File: config.mk
export PLATFORM = sky130hd
export DESIGN_NAME = irqft_top
export DESIGN_NICKNAME = d
export VERILOG_FILES = /design/src/rtl/irqft_pkg.sv /design/src/rtl/irqft_divider.sv /design/src/rtl/irqft_stretch.sv /design/src/rtl/irqft_top.sv
export SDC_FILE = /design/constraint.sdc
export NUM_CORES = 1
export LEC_CHECK = 0
export ABC_AREA = 1
export CAP_MARGIN = 20
export CORE_MARGIN = 2
export CORE_UTILIZATION = 59
export DETAILED_ROUTE_END_ITERATION = 10
export DONT_BUFFER_PORTS = 1
export GPL_ROUTABILITY_DRIVEN = 0
export PLACE_DENSITY = 0.75
export SYNTH_ARGS = -nofsm -noshare
export SYNTH_HDL_FRONTEND = slang
export SYNTH_HIERARCHICAL = 1
export SYNTH_SLANG_ARGS = --single-unit
File: constraint.sdc
create_clock -name clk -period 1.7 [get_ports clk]
set_input_delay 0.085 -clock clk [delete_from_list [all_inputs] [get_ports clk]]
set_output_delay 0.085 -clock clk [all_outputs]
set_load 0.005 [all_outputs]
File: src/rtl/irqft_pkg.sv
package irqft_pkg;

  // Clocks from one rising edge of a divider stage to its next one.
  function automatic int stage_period(input int stage);
    return 1 << stage;
  endfunction

  // Clocks from a clear to the first rising edge of a stage.
  function automatic int stage_first_rise(input int stage);
    return 1 << (stage - 1);
  endfunction

  // Bits needed to hold a count of 0..n.
  function automatic int count_bits(input int n);
    return (n < 1) ? 1 : $clog2(n + 1);
  endfunction

endpackage

File: src/rtl/irqft_divider.sv
module irqft_divider #(
  parameter int WIDTH     = 13,
  parameter int TAP_STAGE = 12
) (
  input  logic             clk,
  input  logic             clear,
  output logic [WIDTH-1:0] count,
  output logic             tap_rise
);

  // Each stage toggles when every stage below it is high.
  logic [WIDTH:0]   carry;
  logic [WIDTH-1:0] count_nxt;

  assign carry[0] = 1'b1;

  for (genvar s = 0; s < WIDTH; s++) begin : g_stage
    assign carry[s+1]   = carry[s] & count[s];
    assign count_nxt[s] = carry[s] ? ~count[s] : count[s];
  end

  always_ff @(posedge clk) begin
    if (clear) count <= '0;
    else       count <= count_nxt;
  end

  // The tap stage goes from 0 to 1 on this edge.
  assign tap_rise = carry[TAP_STAGE-1] & ~count[TAP_STAGE-1] & ~clear;

endmodule

File: src/rtl/irqft_stretch.sv
module irqft_stretch #(
  parameter int PULSE_CYCLES = 68
) (
  input  logic clk,
  input  logic clear,
  input  logic fire,
  output logic active
);

  import irqft_pkg::*;

  localparam int LW = count_bits(PULSE_CYCLES);
  localparam logic [LW-1:0] LOAD = LW'(PULSE_CYCLES);

  logic [LW-1:0] left;

  always_ff @(posedge clk) begin
    if (clear)             left <= '0;
    else if (fire)         left <= LOAD;
    else if (left != '0)   left <= left - 1'b1;
  end

  assign active = (left != '0);

endmodule

File: src/rtl/irqft_top.sv
module irqft_top #(
  parameter int IRQ_STAGE    = 12,
  parameter int PULSE_CYCLES = 68
) (
  input  logic clk,
  input  logic rst,
  input  logic ack_rd,
  output logic irq,
  output logic lcd_frame
);

  import irqft_pkg::*;

  localparam int DIV_W        = IRQ_STAGE + 1;
  localparam int FRAME_BIT    = DIV_W - 1;
  localparam int IRQ_PERIOD   = stage_period(IRQ_STAGE);
  localparam int FIRST_IRQ    = stage_first_rise(IRQ_STAGE);

  // Named internal events, exposed for the bound checker.
  logic             clear;
  logic             tap_rise;
  logic [DIV_W-1:0] div_count;

  assign clear = rst | ack_rd;

  irqft_divider #(
    .WIDTH     (DIV_W),
    .TAP_STAGE (IRQ_STAGE)
  ) u_div (
    .clk      (clk),
    .clear    (clear),
    .count    (div_count),
    .tap_rise (tap_rise)
  );

  irqft_stretch #(
    .PULSE_CYCLES (PULSE_CYCLES)
  ) u_pulse (
    .clk    (clk),
    .clear  (clear),
    .fire   (tap_rise),
    .active (irq)
  );

  assign lcd_frame = div_count[FRAME_BIT];

  initial begin
    if (PULSE_CYCLES < 1 || PULSE_CYCLES >= FIRST_IRQ || IRQ_PERIOD < 4)
      $error("irqft_top: pulse length must lie between 1 and half the period");
  end

endmodule

==> impl_metrics.csv, run 1 <==
group,metric,value,unit
power,p_leak,0.000480,uW
logic_synthesis,synth.cell_area,906,um^2
route,vias,716,
critical_path,cp_max_fo,3,
clock_network,numClockSinks,20,
sta,period_minus_slack,1590,ps
final_layout,fillers,113,
place,dp_hpwl,1.02,mm
final_layout,register_area,405,um^2
critical_path,cp.required,1900,ps
final_layout,multi_input_area,472,um^2
logic_synthesis,yosysWarnings,6,
route,routed_wl,1.47,mm
power,peakVddDrop,0.919,mV
global_routing,grt_use_met1,22.5,%
logic_synthesis,syn_inst,116,
route,first_iter_violations,16,
floorplanning,ios,5,
floorplanning,core_area,0.00147,mm^2
sta,worstMarginPinSlew,307,ps
global_routing,grt_util_met2,28.4,%
route,remaining_drc_errors,0,
global_routing,grt-busiest-layer,"met2",
global_routing,grt_max_degree,13,
clock_network,clk_pin_slew,110,ps
clock_network,cts_tree,"yes",
floorplanning,die_w,43.2,um
sta,fin_skew,3.22,ps
route,postRouteAntennaNets,0,
route,wl_per_cell,10.5,um
logic_synthesis,synth_nets,121,
critical_path,end_kind,"flop",
floorplanning,floorplan.initialDensity,61.6,%
run_status,outcome,"finished clean",
global_routing,first_global_vias,665,
final_layout,area_growth,16.4,%
floorplanning,rows,14,
place,port_buffers,0,
global_routing,grt_pass1_wl,2.55,mm
sta,period_share,93.6,%
clock_network,worstSkewPairLatency,290,ps
final_layout,utilization,71.7,%
logic_synthesis,avgSynthCellArea,7.81,um^2
floorplanning,die_area,0.00186,mm^2
global_routing,gr-usage-met3,5.53,%
sta,maxSlewHeadroom,79.5,%
critical_path,cp-start-kind,"flop",
sta,hold_violations,0,
route,first_pass_iters,4,
sta,rsz0062_at_grt,"true",
clock_network,htreeDepth,1,
critical_path,criticalPathCategory,"flop to flop",
clock_network,cts.path.max_buffers,2,
final_layout,drive_above_1_share,22.6,%
floorplanning,die_h,43.2,um
clock_network,root_buffer,"clkbuf_4",
sta,fmax,0.629,GHz
global_routing,antenna_found_initial,0,
global_routing,track_usage,18.0,%
global_routing,grt_overflow_total,0,
sta,setup_viol,0,
route,drt-vias-per-instance,5.11,
sta,slew_violations,0,
critical_path,crit_arrival,1790,ps
min_path,hold_path.class,"input port to flop",
power,power.density,1600,mW/mm^2
final_layout,fin_nets,130,
power,finalPower,1690,uW
flow_run,drv_cap,0,
final_layout,antennaDiodeCount,0,
clock_network,numCtsBuffers,3,
==> layer usage <==
metal	up-vias	wire length, um
met4	0	13
met3	2	39
li1	391	-
met2	6	716
met5	-	0
met1	317	697
==> cell type report <==
type | count | share of cell area [%]
clock buffer | 3 | 2.14
clock inverter | 1 | 2.85
sequential | 20 | 38.4
timing repair buffer | 5 | 3.56
inverter | 18 | 6.41
tap | 16 | 1.90
multi-input combinational | 77 | 44.7
==> metrics by stage <==
stage,cells,setup TNS (ps),instance area [um^2],hold slack (ps),setup WS (ps)
after floorplan,116,0,906,307,228
after global placement,131,0,918,362,76.5
after detailed placement,131,0,918,368,26.0
after CTS,135,0,971,48.7,2.78
after global routing,140,-138,1050,81.8,-42.8
final,140,0,1050,80.2,110
==> critical path, cell delays in order (launching register included) <==
cell and delay, ps:
dfxtp_2 380, nand2_4 70, nor2_4 100, nand4_1 130, nor2_2 200, nand4_4 110
nor2_4 150, nand3_2 90, inv_2 100, nor2_4 50, nand2_2 80, nor2_1 40
==> timing repair <==
| action | 4_1_cts | 5_1_grt |
|---|---|---|
| setup buffers | 0 | 5 |
| hold buffers | 0 | 0 |
| endpoints found under the setup margin | 0 | 7 |
| resized for setup | 0 | 14 |
==> path summary, 6_finish.rpt <==
kind | slack (ps) | depth (start not counted) | end | startpoint
setup / recovery | 110 | 11 | u_pulse/left[4] | u_div/count[1]
hold / removal | 80 | 3 | u_div/count[0] | ack_rd
setup reg to reg | 110 | 11 | u_pulse/left[4] | u_div/count[1]
hold reg to reg | 460 | 1 | u_div/count[0] | u_div/count[0]
==> power by group <==
group	switching [uW]	internal (uW)	total, uW
logic	401	281	681
clock network	138	238	376
registers	91.0	543	634
total	629	1060	1690
==> registers in the layout (all words and copies together) (netlist names) <==
register / cells
u_pulse/left: 7
u_div/count: 13
==> layout by cell type, fill, tap and decap left out, drive strengths merged <==
cell type   n
nand4       5
inv        18
a21oi      10
buf         5
dfxtp      20
bufinv      1
nand3       6
nor2       24
or2         1
xor2        2
nor3b       1
o21ai       9
nand2      17
clkbuf      3
ha          2
No activity file was read; power rests on OpenSTA's default activity.
==> inputs of run 2 (changes only) <==
CORE_UTILIZATION = 63   (was 59)
CTS_BUF_LIST = sky130_fd_sc_hd__clkbuf_2 sky130_fd_sc_hd__clkbuf_4 sky130_fd_sc_hd__clkbuf_8   (was unset)
PLACE_DENSITY = 0.79   (was 0.75)
clock period = 1.6 ns   (was 1.7 ns; I/O delays follow)
==> impl_metrics.csv, run 2 (synthesized netlist as in run 1, its figures left out) <==
group,metric,value,unit
critical_path,crit_arrival,1780,ps
clock_network,root_buffer,"clkbuf_4",
clock_network,cts.path.max_buffers,2,
place,dp_cells,131,
sta,period_minus_slack,1590,ps
sta,fin_skew,5.35,ps
critical_path,cp-endpoint,"u_pulse/left[5]",
run_status,outcome,"finished clean",
final_layout,fin_nets,135,
min_path,hold_path.class,"input port to flop",
global_routing,grt_overflow_total,0,
route,postRouteAntennaNets,0,
route,remaining_drc_errors,0,
floorplanning,core_area,0.00132,mm^2
critical_path,r2r_slack,9,ps
critical_path,cp.required,1790,ps
route,wl_per_cell,11.5,um
clock_network,numCtsBuffers,3,
clock_network,worstSkewPairLatency,290,ps
sta,worstMarginPinSlew,322,ps
floorplanning,floorplan.initialDensity,68.8,%
clock_network,numClockSinks,20,
final_layout,antennaDiodeCount,0,
final_layout,drive_above_1_share,28.7,%
route,first_iter_violations,9,
floorplanning,die_area,0.00176,mm^2
global_routing,grt_pass1_wl,2.49,mm
global_routing,first_global_vias,628,
sta,fmax,0.629,GHz
floorplanning,rows,13,
sta,setup_viol,0,
final_layout,largest_register,"u_div/count",
final_layout,mostFrequentLayoutCell,"dfxtp_1",
final_layout,layout_common_cells,"dfxtp_1 (17), inv_1 (16), nor2_1 (16), nand2_1 (15), o21ai_0 (9)",
sta,slew_violations,0,
flow_run,drv_cap,0,
critical_path,rr_startpoint,"u_div/count[1]",
final_layout,reg_top3,"u_div/count x13, u_pulse/left x7",
critical_path,end_kind,"flop",
place,dp_hpwl,999,um
clock_network,clk_pin_slew,100,ps
sta,finalSetupTns,0,ps
sta,period_share,99.4,%
global_routing,antenna_found_initial,0,
floorplanning,die_w,41.9,um
critical_path,cp_max_fo,3,
power,p_leak,0.000486,uW
sta,hold_violations,0,
power,power.density,1580,mW/mm^2
final_layout,layout.cells.non_filler,144,
route,first_pass_iters,4,
place,port_buffers,0,
critical_path,criticalPathCategory,"flop to flop",
critical_path,crit_start,"u_div/count[1]",
floorplanning,ios,5,
sta,rsz0062_at_grt,"true",
final_layout,area_growth,18.1,%
clock_network,cts_tree,"yes",
sta,fin_hold_ws,117,ps
power,peakVddDrop,1.02,mV
global_routing,grt_max_degree,13,
critical_path,rr_endpoint,"u_pulse/left[5]",
route,vias,752,
critical_path,reg2regPathDepth,11,
floorplanning,die_h,41.9,um
sta,maxSlewHeadroom,78.5,%
clock_network,htreeDepth,1,
final_layout,largest_reg_flops,13,
critical_path,cp-start-kind,"flop",
route,routed_wl,1.66,mm
global_routing,track_usage,18.7,%
route,drt-vias-per-instance,5.22,
-- run 2: stage by stage --
stage	area, um^2	power (uW)	setup slack, ps	utilization, %
3_3_place_gp	925	1360	-14.3	70.2
5_1_grt	1070	1830	-138	81.2
3_5_place_dp	925	1380	-69.1	70.2
6_report	1070	1690	9.27	81.2
2_1_floorplan	906	1280	128	-
4_1_cts	1040	1670	6.84	78.7
-- run 2: routing by layer --
metal	vias to the layer above	global-route usage [%]	part of all wire [%]
li1	398	-	-
met1	342	23.1	45
met2	10	30.0	52
met3	2	3.04	1.9
met4	0	11.6	0.84
met5	-	0	0
-- run 2: final cells by class --
| class | count | area, um^2 |
|---|---|---|
| Clock buffer | 4 | 36.3 |
| Fill cell | 94 | 248 |
| Inverter | 18 | 67.6 |
| Multi-Input combinational cell | 77 | 457 |
| Sequential cell | 20 | 404 |
| Tap cell | 15 | 18.8 |
| Timing Repair Buffer | 10 | 86.3 |
-- run 2: worst min-delay path by stage --
stage	endpoint	depth (start not counted)	from	slack, ps
floorplan	u_div/count[0]	3	ack_rd	300
global placement	u_pulse/left[2]	3	ack_rd	370
detailed placement	u_pulse/left[2]	3	ack_rd	370
CTS	u_pulse/left[2]	3	ack_rd	40
global route	u_pulse/left[2]	3	ack_rd	120
finish	u_div/count[0]	3	ack_rd	120
-- run 2: power breakdown --
part | internal (uW) | switching (uW)
Clock | 139 | 139
Combinational | 302 | 440
Sequential | 578 | 92.4
Total | 1020 | 671
-- run 2: repair_timing --
action | CTS | global route
pin swaps | 3 | 13
hold buffers | 0 | 0
gates resized for setup | 5 | 10
setup buffers | 9 | 2
endpoints found under the setup margin | 3 | 9
-- run 2: critical path, cell delays in order, from the launching register on --
cell     delay, ps
dfxtp_2        350
nand2_2         60
nor2_2         140
nand4_1        150
nor2_2         150
nand4_2        120
nor2_2         140
nand3_2         80
inv_2          110
nor2_4          50
nand2_2        100
nor2_1          50
==> inputs of run 3 (changes only) <==
CORE_ASPECT_RATIO = 0.8   (was unset)
CORE_UTILIZATION = 31   (was 63)
PLACE_DENSITY = unset   (was 0.79)
RECOVER_POWER = 50   (was unset)
==> impl_metrics.csv, run 3 (synthesized netlist as in run 1, its figures left out) <==
group,metric,value,unit
sta,fmax,0.648,GHz
critical_path,crit_start,"u_div/count[1]",
route,postRouteAntennaNets,0,
power,p_switching,677,uW
floorplanning,rows,17,
floorplanning,ios,5,
sta,rsz0062_at_grt,"true",
final_layout,antennaDiodeCount,0,
sta,finalSetupTns,0,ps
route,first_iter_violations,10,
global_routing,first_global_vias,687,
sta,slew_violations,0,
final_layout,area_growth,13.5,%
sta,worstMarginPinSlew,302,ps
global_routing,antenna_found_initial,0,
critical_path,r2r_slack,60,ps
floorplanning,die_area,0.00337,mm^2
power,clockPowerShare,14.0,%
floorplanning,die_w,64.4,um
route,remaining_drc_errors,0,
final_layout,fin_nets,129,
global_routing,grt_use_met1,11.7,%
clock_network,numClockSinks,20,
sta,period_minus_slack,1540,ps
sta,setup_viol,0,
final_layout,largest_register,"u_div/count",
route,wl_per_cell,9.46,um
route,first_pass_iters,4,
clock_network,clk_pin_slew,110,ps
clock_network,cts_tree,"yes",
critical_path,cp.required,1800,ps
critical_path,criticalPathCategory,"flop to flop",
place,dp_hpwl,1.15,mm
final_layout,layout_common_cells,"inv_1 (17), dfxtp_1 (17), nor2_1 (16), nand2_1 (15)",
route,routed_wl,1.51,mm
sta,maxSlewHeadroom,79.8,%
sta,fin_skew,1.39,ps
clock_network,cts_hold_buf,0,
critical_path,rr_startpoint,"u_div/count[1]",
route,drt-vias-per-instance,4.40,
place,dp_slack,-5.93,ps
final_layout,largest_reg_flops,13,
global_routing,grt_max_degree,13,
floorplanning,core_area,0.00277,mm^2
critical_path,crit_arrival,1740,ps
sta,period_share,96.5,%
critical_path,end_kind,"flop",
global_routing,grt-busiest-layer,"met2",
floorplanning,die_h,52.4,um
clock_network,htreeDepth,1,
power,p_leak,0.000444,uW
critical_path,cp_slowest_cell,"dfxtp_2",
route,vias,704,
min_path,hold_path.class,"input port to flop",
power,peakVddDrop,0.508,mV
clock_network,cts.path.max_buffers,2,
sta,hold_violations,0,
global_routing,grt_util_met2,19.1,%
power,p_sw_share,41.3,%
global_routing,grt_overflow_total,0,
critical_path,path_cells,"nand2_2 -> nor2_2 -> nand4_1 -> nor2_2 -> nand4_2 -> nor2_2 -> nand3_2 -> inv_2 -> nor2_2 -> nand2_2 -> nor2_1",
final_layout,reg_top3,"u_div/count x13, u_pulse/left x7",
flow_run,drv_cap,0,
critical_path,crit_path_frequent_cell,"nor2_2",
power,seqPwrFrac,40.8,%
critical_path,cp-start-kind,"flop",
floorplanning,floorplan.initialDensity,32.8,%
min_path,hp-start,"ack_rd",
global_routing,track_usage,10.2,%
power,power.density,1600,mW/mm^2
critical_path,cp_max_fo,3,
place,port_buffers,0,
final_layout,drive_above_1_share,23.0,%
clock_network,root_buffer,"clkbuf_4",
clock_network,worstSkewPairLatency,290,ps
sta,fin_ws,56.5,ps
power,combPwrFrac,45.2,%
global_routing,grt_pass1_wl,2.70,mm
clock_network,numCtsBuffers,3,
global_routing,gr-usage-met3,0.860,%
critical_path,crit_path_max_incr_delay,360,ps
power,internal_power,963,uW
run_status,outcome,"finished clean",
==> run 3: power by group through the flow <==
stage | clock (uW) | combinational [uW] | sequential [uW]
2_1_floorplan | 0 | 617 | 667
3_3_place_gp | 0 | 706 | 679
3_5_place_dp | 0 | 734 | 680
4_1_cts | 239 | 735 | 669
5_1_grt | 258 | 855 | 683
6_report | 230 | 741 | 669
==> run 3: worst paths after layout <==
| kind | to | cells after the start |
|---|---|---|
| worst max-delay path | u_pulse/left[4] | 11 |
| worst min-delay path | u_pulse/left[2] | 3 |
| worst max register to register | u_pulse/left[4] | 11 |
| worst min register to register | u_div/count[9] | 1 |
==> run 3: per-layer routing <==
layer  wire length [um]  share of wire (%)
met1                726                 48
met2                749                 49
met3                 18                1.2
met4                 19                1.3
met5                  0                  0
==> run 3: repair_timing <==
item | CTS | global route
resized for setup | 1 | 10
setup endpoints to repair | 3 | 8
pin swaps | 0 | 8
buffers inserted | 0 | 2
==> run 3: stage by stage <==
step	cells	total power, uW	hold slack [ps]	utilization [%]	area [um^2]
after floorplan	116	1280	302	-	906
after global placement	155	1380	353	34.8	961
after detailed placement	155	1410	368	34.8	961
after CTS	158	1640	48.4	35.6	985
after global routing	160	1800	72.8	37.2	1030
final	160	1640	62.4	37.2	1030
==> run 3: cell type report <==
cell class	instances	area, um^2
timing repair buffer	4	33.8
inverter	18	67.6
sequential	20	404
clock buffer	3	22.5
multi-input combinational	77	453
tap	38	47.5
fill	295	1740
==> run 3: critical path: cells and delay by family, from the launching register on <==
| kind | cells | cell delay [ps] |
|---|---|---|
| buffers and inverters | 1 | 80 |
| flip-flops | 1 | 360 |
| AND/OR/NAND/NOR | 10 | 1000 |
